[src/rtl/qspi_pkg.sv]
package qspi_pkg;
    parameter int DATA_W = 16;
    parameter int DEPTH  = 16;
    parameter int NCS    = 4;
    parameter int DLY_W  = 8;
    parameter int DIV_W  = 8;

    localparam int IDX_W = $clog2(DEPTH);
    localparam int LEN_W = $clog2(DATA_W);
    localparam int CS_W  = $clog2(NCS);

    typedef struct packed {
        logic [DATA_W-1:0] tx;
        logic [CS_W-1:0]   cs;
        logic [LEN_W-1:0]  len;
        logic [DLY_W-1:0]  dly;
    } slot_t;

    typedef enum logic [2:0] {
        S_IDLE,
        S_LOW,
        S_HIGH,
        S_HOLD,
        S_GAP
    } phase_t;

    function automatic logic [NCS-1:0] sel_lines(input logic [CS_W-1:0] idx,
                                                  input logic active);
        logic [NCS-1:0] v;
        v = '1;
        if (active) v[idx] = 1'b0;
        return v;
    endfunction
endpackage

[src/rtl/qspi_slots.sv]
module qspi_slots import qspi_pkg::*; (
    input  logic              clk,
    input  logic              rst,
    input  logic              wr_en,
    input  logic [IDX_W-1:0]  wr_idx,
    input  slot_t             wr_slot,
    input  logic [IDX_W-1:0]  run_idx,
    output slot_t             run_slot,
    input  logic              rx_we,
    input  logic [DATA_W-1:0] rx_word,
    input  logic [IDX_W-1:0]  rd_idx,
    output logic [DATA_W-1:0] rd_word
);
    slot_t             slot_q [DEPTH];
    logic [DATA_W-1:0] rx_q   [DEPTH];

    for (genvar i = 0; i < DEPTH; i++) begin : g_slot
        always_ff @(posedge clk) begin
            if (rst) begin
                slot_q[i] <= '0;
                rx_q[i]   <= '0;
            end else begin
                if (wr_en && wr_idx == IDX_W'(i)) slot_q[i] <= wr_slot;
                if (rx_we && run_idx == IDX_W'(i)) rx_q[i] <= rx_word;
            end
        end
    end

    assign run_slot = slot_q[run_idx];
    assign rd_word  = rx_q[rd_idx];
endmodule

[src/rtl/qspi_halfper.sv]
module qspi_halfper import qspi_pkg::*; (
    input  logic             clk,
    input  logic             rst,
    input  logic             run,
    input  logic [DIV_W-1:0] div,
    output logic             tick
);
    logic [DIV_W-1:0] cnt;

    assign tick = run && (cnt == div);

    always_ff @(posedge clk) begin
        if (rst || !run || tick) cnt <= '0;
        else                     cnt <= cnt + 1'b1;
    end
endmodule

[src/rtl/qspi_engine.sv]
module qspi_engine import qspi_pkg::*; (
    input  logic              clk,
    input  logic              rst,
    input  logic              enable,
    input  logic              wrap,
    input  logic [IDX_W-1:0]  last_idx,
    input  slot_t             cur,
    input  logic              tick,
    input  logic              miso,
    output logic              run,
    output logic [IDX_W-1:0]  ptr,
    output logic              rx_we,
    output logic [DATA_W-1:0] rx_word,
    output logic              sclk,
    output logic              mosi,
    output logic [NCS-1:0]    cs_n,
    output logic              done,
    output logic              qcomplete
);
    phase_t            ph;
    logic [DATA_W-1:0] sh;
    logic [LEN_W-1:0]  bits_left;
    logic [CS_W-1:0]   cs_idx;
    logic [DLY_W-1:0]  gap_cnt;

    assign run     = (ph == S_LOW) || (ph == S_HIGH) || (ph == S_HOLD);
    assign sclk    = (ph == S_HIGH);
    assign mosi    = run && sh[DATA_W-1];
    assign cs_n    = sel_lines(cs_idx, run);
    assign rx_we   = (ph == S_HOLD) && tick;

    always_ff @(posedge clk) begin
        if (rst) begin
            ph        <= S_IDLE;
            ptr       <= '0;
            sh        <= '0;
            rx_word   <= '0;
            bits_left <= '0;
            cs_idx    <= '0;
            gap_cnt   <= '0;
            done      <= 1'b0;
            qcomplete <= 1'b0;
        end else begin
            done <= 1'b0;
            unique case (ph)
                S_IDLE: begin
                    if (!enable) begin
                        ptr       <= '0;
                        qcomplete <= 1'b0;
                    end else if (!qcomplete) begin
                        // DATA_W is a power of two, so ~len == DATA_W-1-len
                        sh        <= cur.tx << (~cur.len);
                        bits_left <= cur.len;
                        cs_idx    <= cur.cs;
                        gap_cnt   <= cur.dly;
                        rx_word   <= '0;
                        ph        <= S_LOW;
                    end
                end
                S_LOW: if (tick) begin
                    rx_word <= {rx_word[DATA_W-2:0], miso};
                    ph      <= S_HIGH;
                end
                S_HIGH: if (tick) begin
                    if (bits_left == '0) begin
                        ph <= S_HOLD;
                    end else begin
                        sh        <= sh << 1;
                        bits_left <= bits_left - 1'b1;
                        ph        <= S_LOW;
                    end
                end
                S_HOLD: if (tick) begin
                    done <= 1'b1;
                    ph   <= S_GAP;
                end
                S_GAP: begin
                    if (gap_cnt == '0) begin
                        ph <= S_IDLE;
                        if (ptr == last_idx) begin
                            ptr <= '0;
                            if (!wrap) qcomplete <= 1'b1;
                        end else begin
                            ptr <= ptr + 1'b1;
                        end
                    end else begin
                        gap_cnt <= gap_cnt - 1'b1;
                    end
                end
                default: ph <= S_IDLE;
            endcase
        end
    end
endmodule

[src/rtl/qspi_master.sv]
module qspi_master import qspi_pkg::*; (
    input  logic              clk,
    input  logic              rst,
    input  logic              wr_en,
    input  logic [IDX_W-1:0]  wr_idx,
    input  logic [DATA_W-1:0] wr_tx,
    input  logic [CS_W-1:0]   wr_cs,
    input  logic [LEN_W-1:0]  wr_len,
    input  logic [DLY_W-1:0]  wr_dly,
    input  logic              enable,
    input  logic              wrap,
    input  logic [IDX_W-1:0]  last_idx,
    input  logic [DIV_W-1:0]  clk_div,
    input  logic [IDX_W-1:0]  rd_idx,
    output logic [DATA_W-1:0] rd_data,
    output logic              sclk,
    output logic              mosi,
    input  logic              miso,
    output logic [NCS-1:0]    cs_n,
    output logic              done,
    output logic [IDX_W-1:0]  done_idx,
    output logic              qcomplete
);
    slot_t             wr_slot, cur;
    logic [IDX_W-1:0]  ptr;
    logic              run, tick, rx_we;
    logic [DATA_W-1:0] rx_word;

    assign wr_slot  = '{tx: wr_tx, cs: wr_cs, len: wr_len, dly: wr_dly};
    assign done_idx = ptr;

    qspi_slots u_slots (
        .clk(clk), .rst(rst), .wr_en(wr_en), .wr_idx(wr_idx), .wr_slot(wr_slot),
        .run_idx(ptr), .run_slot(cur), .rx_we(rx_we), .rx_word(rx_word),
        .rd_idx(rd_idx), .rd_word(rd_data)
    );

    qspi_halfper u_half (
        .clk(clk), .rst(rst), .run(run), .div(clk_div), .tick(tick)
    );

    qspi_engine u_eng (
        .clk(clk), .rst(rst), .enable(enable), .wrap(wrap), .last_idx(last_idx),
        .cur(cur), .tick(tick), .miso(miso), .run(run), .ptr(ptr),
        .rx_we(rx_we), .rx_word(rx_word), .sclk(sclk), .mosi(mosi),
        .cs_n(cs_n), .done(done), .qcomplete(qcomplete)
    );
endmodule

[config.mk]
export PLATFORM = sky130hd
export DESIGN_NAME = qspi_master
export DESIGN_NICKNAME = d
export VERILOG_FILES = /design/src/rtl/qspi_pkg.sv /design/src/rtl/qspi_slots.sv /design/src/rtl/qspi_halfper.sv /design/src/rtl/qspi_engine.sv /design/src/rtl/qspi_master.sv
export SDC_FILE = /design/constraint.sdc
export NUM_CORES = 1
export LEC_CHECK = 0
export BUFFER_PORTS_ARGS = -buffer_cell sky130_fd_sc_hd__buf_2
export CORE_MARGIN = 2
export CORE_UTILIZATION = 40
export DETAILED_ROUTE_END_ITERATION = 10
export GPL_TIMING_DRIVEN = 0
export SETUP_SLACK_MARGIN = 0.02
export SLEW_MARGIN = 25
export SYNTH_ARGS = -nofsm -noshare
export SYNTH_HDL_FRONTEND = slang
export SYNTH_HIERARCHICAL = 1
export SYNTH_SLANG_ARGS = --single-unit
[constraint.sdc]
create_clock -name clk -period 4.7 [get_ports clk]
set_clock_uncertainty 0.05 [all_clocks]
set_input_delay 0.47 -clock clk [delete_from_list [all_inputs] [get_ports clk]]
set_output_delay 0.47 -clock clk [all_outputs]
set_load 0.02 [all_outputs]
# Word level (Yosys, flattened, before mapping)
# Memory sizes are Yosys's and may differ from the RTL's. A register that Yosys moved wholly into a read port is not among the register bits.
# Index checks and enable logic that the tools add are counted.
# op_classes
eq_ne,47
n_addsub,4
shift,1
magnitude_cmp,2
muxes,171
reduce_logical,57
bitwise_logic,36
# ops
operator,count
$mux W30,16
$mux W16,23
$mux W1,104
$eq A4 B4 Y1 const B,16
$pmux W16 S2,2
$mux W4,10
$logic_and A1 B1 Y1,36
$eq A4 B3 Y1 const B,8
$or A1 B1 Y1,32
$mux W8,3
$mux W3,6
$eq A4 B2 Y1 const B,4
$pmux W4 S2,2
$pmux W8 S2,1
$shl A16 B4 Y16,1
$pmux W3 S5,1
$logic_not A4 Y1,3
$ne A2 B2 Y1 const B,6
$ne A2 B1 Y1 const B,5
$reduce_and A5 Y1,2
$add A8 B1 Y8 const B,1
$eq A4 B1 Y1 const B,2
$eq A8 B8 Y1,1
$logic_not A8 Y1,1
other kinds (22),32
# word_totals
n_memories,2
ramBits,736
inputBits,56
ff_bits,63
# mem_list
memory,depth,word_bits,rd,rd_clocked_by_memory_dff,wr,line_no,text
u_slots.slot_q,16,30,1,1,16,qspi_slots.sv:14,slot_t slot_q [DEPTH];
u_slots.rx_q,16,16,1,0,16,qspi_slots.sv:15,logic [DATA_W-1:0] rx_q [DEPTH];

# Depth between registers and ports, before layout
# logic_depth
depth_word,10
depth_mapped,12

# By module
# Netlist, hierarchy kept.
# modules_own_cells
module,area_per_inst_um2,cells_per_inst,seq_area_each_um2,n_inst
qspi_slots,33164.3,2079,22101.2,1
qspi_engine,3268.1,361,1101.1,1
qspi_halfper,474.2,48,160.2,1

# Least setup slack after synthesis
# No wires, ideal clock.
# synth_timing
path_kind,flip-flop to flip-flop
startpoint,"register, netlist name u_eng/ptr[0]"
endpoint,register u_eng.sh[15]
synth_period_minus_slack_ns,3.400
required_ns,4.511
stages_incl_launch_ff,12
slack_ns,1.300
arrival_ns,3.211
path_buffers,4
cell_sequence,dfxtp_1 buf_2 buf_6 buf_4 mux4_2 a22oi_1 nand2_1 buf_4 mux4_2 mux2_2 a2111oi_0 a211oi_1
# synth_lines
element,line_no,text
end signal: assignment,qspi_engine.sv:52,sh <= cur.tx << (~cur.len);
end signal: assignment,qspi_engine.sv:68,sh <= sh << 1;
end: declaration,qspi_engine.sv:21,logic [DATA_W-1:0] sh;

==> results.yml <==
yosys:
  async_flop_share_pct: 0
  yosysSeqAreaShare_pct: 63.3
  synth_cell_types: 78
  syn_nets: 2549
  synthCells: 2488
  ys_ff_latch: 799
  ys.warnings.count: 6
  synth_edf_count: 736
  post_synth_instance_area_um2: 36900
  avgSynthCellArea_um2: 14.8
  synth_ff_type: "edfxtp_1"
routing:
  viasPerCell: 5.67
  avgRoutedWirePerCell_um: 25.8
  ant_nets: 0
  vias: 22400
  drt_iter0_drc: 2260
  postRouteWirelength_mm: 102
  drt_pre_antenna_iters: 5
  drc: 0
cts:
  path_clk_slew_ns: 0.06
  cts.sinks: 799
  ctsRootBufferMaster: "clkbuf_16"
  cts_setup_buffers: 0
  cts_tree: "done"
  cts_buffers: 86
  clk_path_buf_depth: 3
  clk_latency_ns: 0.65
  htree_levels: 3
  cts_resized: 0
  ctsHoldBuffers: 0
power:
  p_int_w: 0.0123
  pwr-share-clk_pct: 41.0
  power_per_cell_area_nw_per_um2: 376
  switching_share_pct: 22.6
  seqPwrFrac_pct: 51.8
  finalPower_w: 0.0159
  comb_power_share_pct: 7.2
  vdd_ir_drop_max_mv: 0.267
  p_leak_nw: 14.5
  p_switching_w: 0.00360
min_path:
  min_from: "miso"
  hold_end: "u_eng/rx_word[0]"
  hold_depth: 3
  hold_class: "in2reg"
flow_run:
  drv_cap: 0
grt:
  grt_max_degree: 31
  grt_pass1_vias: 22900
  grt_overflow_total: 0
  antenna_found_initial: 6
  grt_pass1_wl_mm: 150
  gr-usage-all-layers_pct: 21.6
floorplanning:
  fp-row-count: 111
  die_w_um: 308
  io_pins: 84
  die_y_um: 308
  initial_core_util_pct: 40.3
  coreArea_um2: 91500
  die-area_um2: 94700
layout:
  layout.area.seq_um2: 23400
  final_core_util_pct: 46.3
  fill_cells: 7878
  drive_gt1_share_pct: 20.0
  final_cell_mix: "and2_1 (743), edfxtp_1 (736), mux4_2 (197), clkbuf_1 (171), buf_2 (124)"
  fin_nets: 2750
  multiInputGateArea_um2: 12800
  final_common_cell: "and2_1"
  synthToLayoutAreaGrowth_pct: 14.9
timing:
  finalCriticalPeriod_ns: 4.47
  setup_violations: 0
  relSlewSlack_pct: 30.0
  timing.fmax_mhz: 224
  post-route-period-util_pct: 95.0
  hold_violations: 0
  fin_ws_ns: 0.233
  tightest_slew_ns: 1.05
  final_max_slew_viol_count: 0
  rsz0062_at_grt: "false"
placement:
  place_congestion: 0.902
  port_buffers: 81
  dp_slack_ns: 0.334
  dp_hpwl_mm: 69.4
critical_path:
  worstPathRequired_ns: 5.14
  cp_max_fo: 10
  r2r_slack_ns: 0.23
  crit-reg2reg-launch: "u_eng/ptr[1]"
  start_kind: "register"
  worst-setup-path-type: "reg2reg"
  worstRegToRegCells: 9
  cp.arrival_ns: 4.91
  r2r-end: "u_eng/sh[15]"
  end_kind: "register"
status:
  status: "completed"
[worst max-delay path by stage]
stage          cells after the start         start  slack [ns]                endpoint
2_1_floorplan                     11  u_eng/ptr[0]        1.30            u_eng/sh[15]
3_3_place_gp                       4     wr_idx[1]       -0.15  u_slots/slot_q[13][25]
3_5_place_dp                       9  u_eng/ptr[1]        0.33            u_eng/sh[15]
4_1_cts                            9  u_eng/ptr[1]        0.31            u_eng/sh[15]
5_1_grt                            9  u_eng/ptr[1]        0.09            u_eng/sh[15]
6_report                           9  u_eng/ptr[1]        0.23            u_eng/sh[15]
[stage by stage]
step           std cells  instance area (um2)  TNS (ns)  hold slack [ns]
2_1_floorplan       2488                36900         0            0.395
3_3_place_gp        3755                38800     -4.56            0.415
3_5_place_dp        3787                39700         0            0.431
4_1_cts             3943                42400         0          0.00171
5_1_grt             3943                42400         0           0.0262
6_report            3944                42400         0           0.0489
[cell families after synthesis]
group | after synthesis | synth area share [%]
AOI/OAI and AO/OA | 256 | 5.13
xor gates and xnor gates | 15 | 0.356
adders and majority gates | 5 | 0.170
buffers and inverters | 225 | 2.64
DFF | 799 | 63.3
muxes | 207 | 12.3
and+or+nand+nor | 981 | 16.1
[critical path: stages, from the launching register on]
cell	delay, ns
dfxtp_1	0.55
buf_2	0.36
clkbuf_1	0.81
mux4_2	0.44
a22oi_1	0.32
nand2_1	0.32
mux4_2	0.58
mux2_2	0.33
a2111oi_0	0.41
a211oi_1	0.12
[cell type report]
cell class | count | area share [%]
plain buffers | 214 | 2.20
clock inverters | 45 | 0.903
clock buffers | 111 | 5.52
inverters | 11 | 0.0974
well taps | 1186 | 3.50
multi-input cells | 1464 | 30.1
repair buffers | 113 | 2.57
diodes | 1 | 0.00590
flip-flops and latches | 799 | 55.1
[per-layer routing]
metal / routed length (um) / vias up / GRT usage [%]
met5: 62 / - / 0
met4: 4470 / 10 / 9.37
met3: 6230 / 242 / 3.48
met2: 51300 / 916 / 37.1
met1: 39600 / 11500 / 26.8
li1: - / 9724 / -
[power groups by stage]
stage	sequential, W	combinational [W]	clock, W
after floorplan	0.00837	0.000664	0
after global placement	0.00841	0.00102	0
after detailed placement	0.00841	0.00114	0
after CTS	0.00826	0.00114	0.00668
after global routing	0.00829	0.00120	0.00694
final	0.00826	0.00114	0.00654
[state kept, by name, indices dropped and copies added (netlist names)]
register	cells
u_eng/gap_cnt	8
u_eng/ptr	4
u_eng/ph	3
u_slots/rx_q	256
u_eng/cs_idx	2
u_eng/qcomplete	1
u_eng/rx_word	16
u_eng/sh	16
u_eng/done	1
u_eng/bits_left	4
u_half/cnt	8
u_slots/slot_q	480
[cells in the mapped netlist (4+ instances only)]
master      n  share of area [%]
a211oi_1   14               0.28
a21oi_1    30               0.41
a221oi_1    7               0.17
a22oi_1   110                2.2
a311oi_1    5               0.12
a31o_2      5               0.12
a31oi_1     5              0.085
a32oi_1     4              0.095
and2_1    743                 13
buf_2      43               0.58
buf_4       6               0.12
buf_6       5               0.15
clkbuf_1  152                1.5
clkbuf_2    4              0.054
dfxtp_1    63                3.4
edfxtp_1  736                 60
ha_1        5               0.17
inv_1       8              0.081
mux2_2      6               0.18
mux2i_1     4               0.11
mux4_2    197                 12
nand2_1    82               0.83
nand2b_1   14               0.24
nand3_1    16               0.22
nand3b_1    7               0.14
nand4b_1    5               0.12
nor2_1     57               0.58
nor2b_1     6               0.10
nor3_1      4              0.054
nor3_2      8               0.22
o21ai_0    11               0.15
o21bai_1   24               0.49
or3_1       6               0.10
xnor2_1     5               0.12
xor2_1     10               0.24
Note: power is estimated with default switching activity, not from simulation.
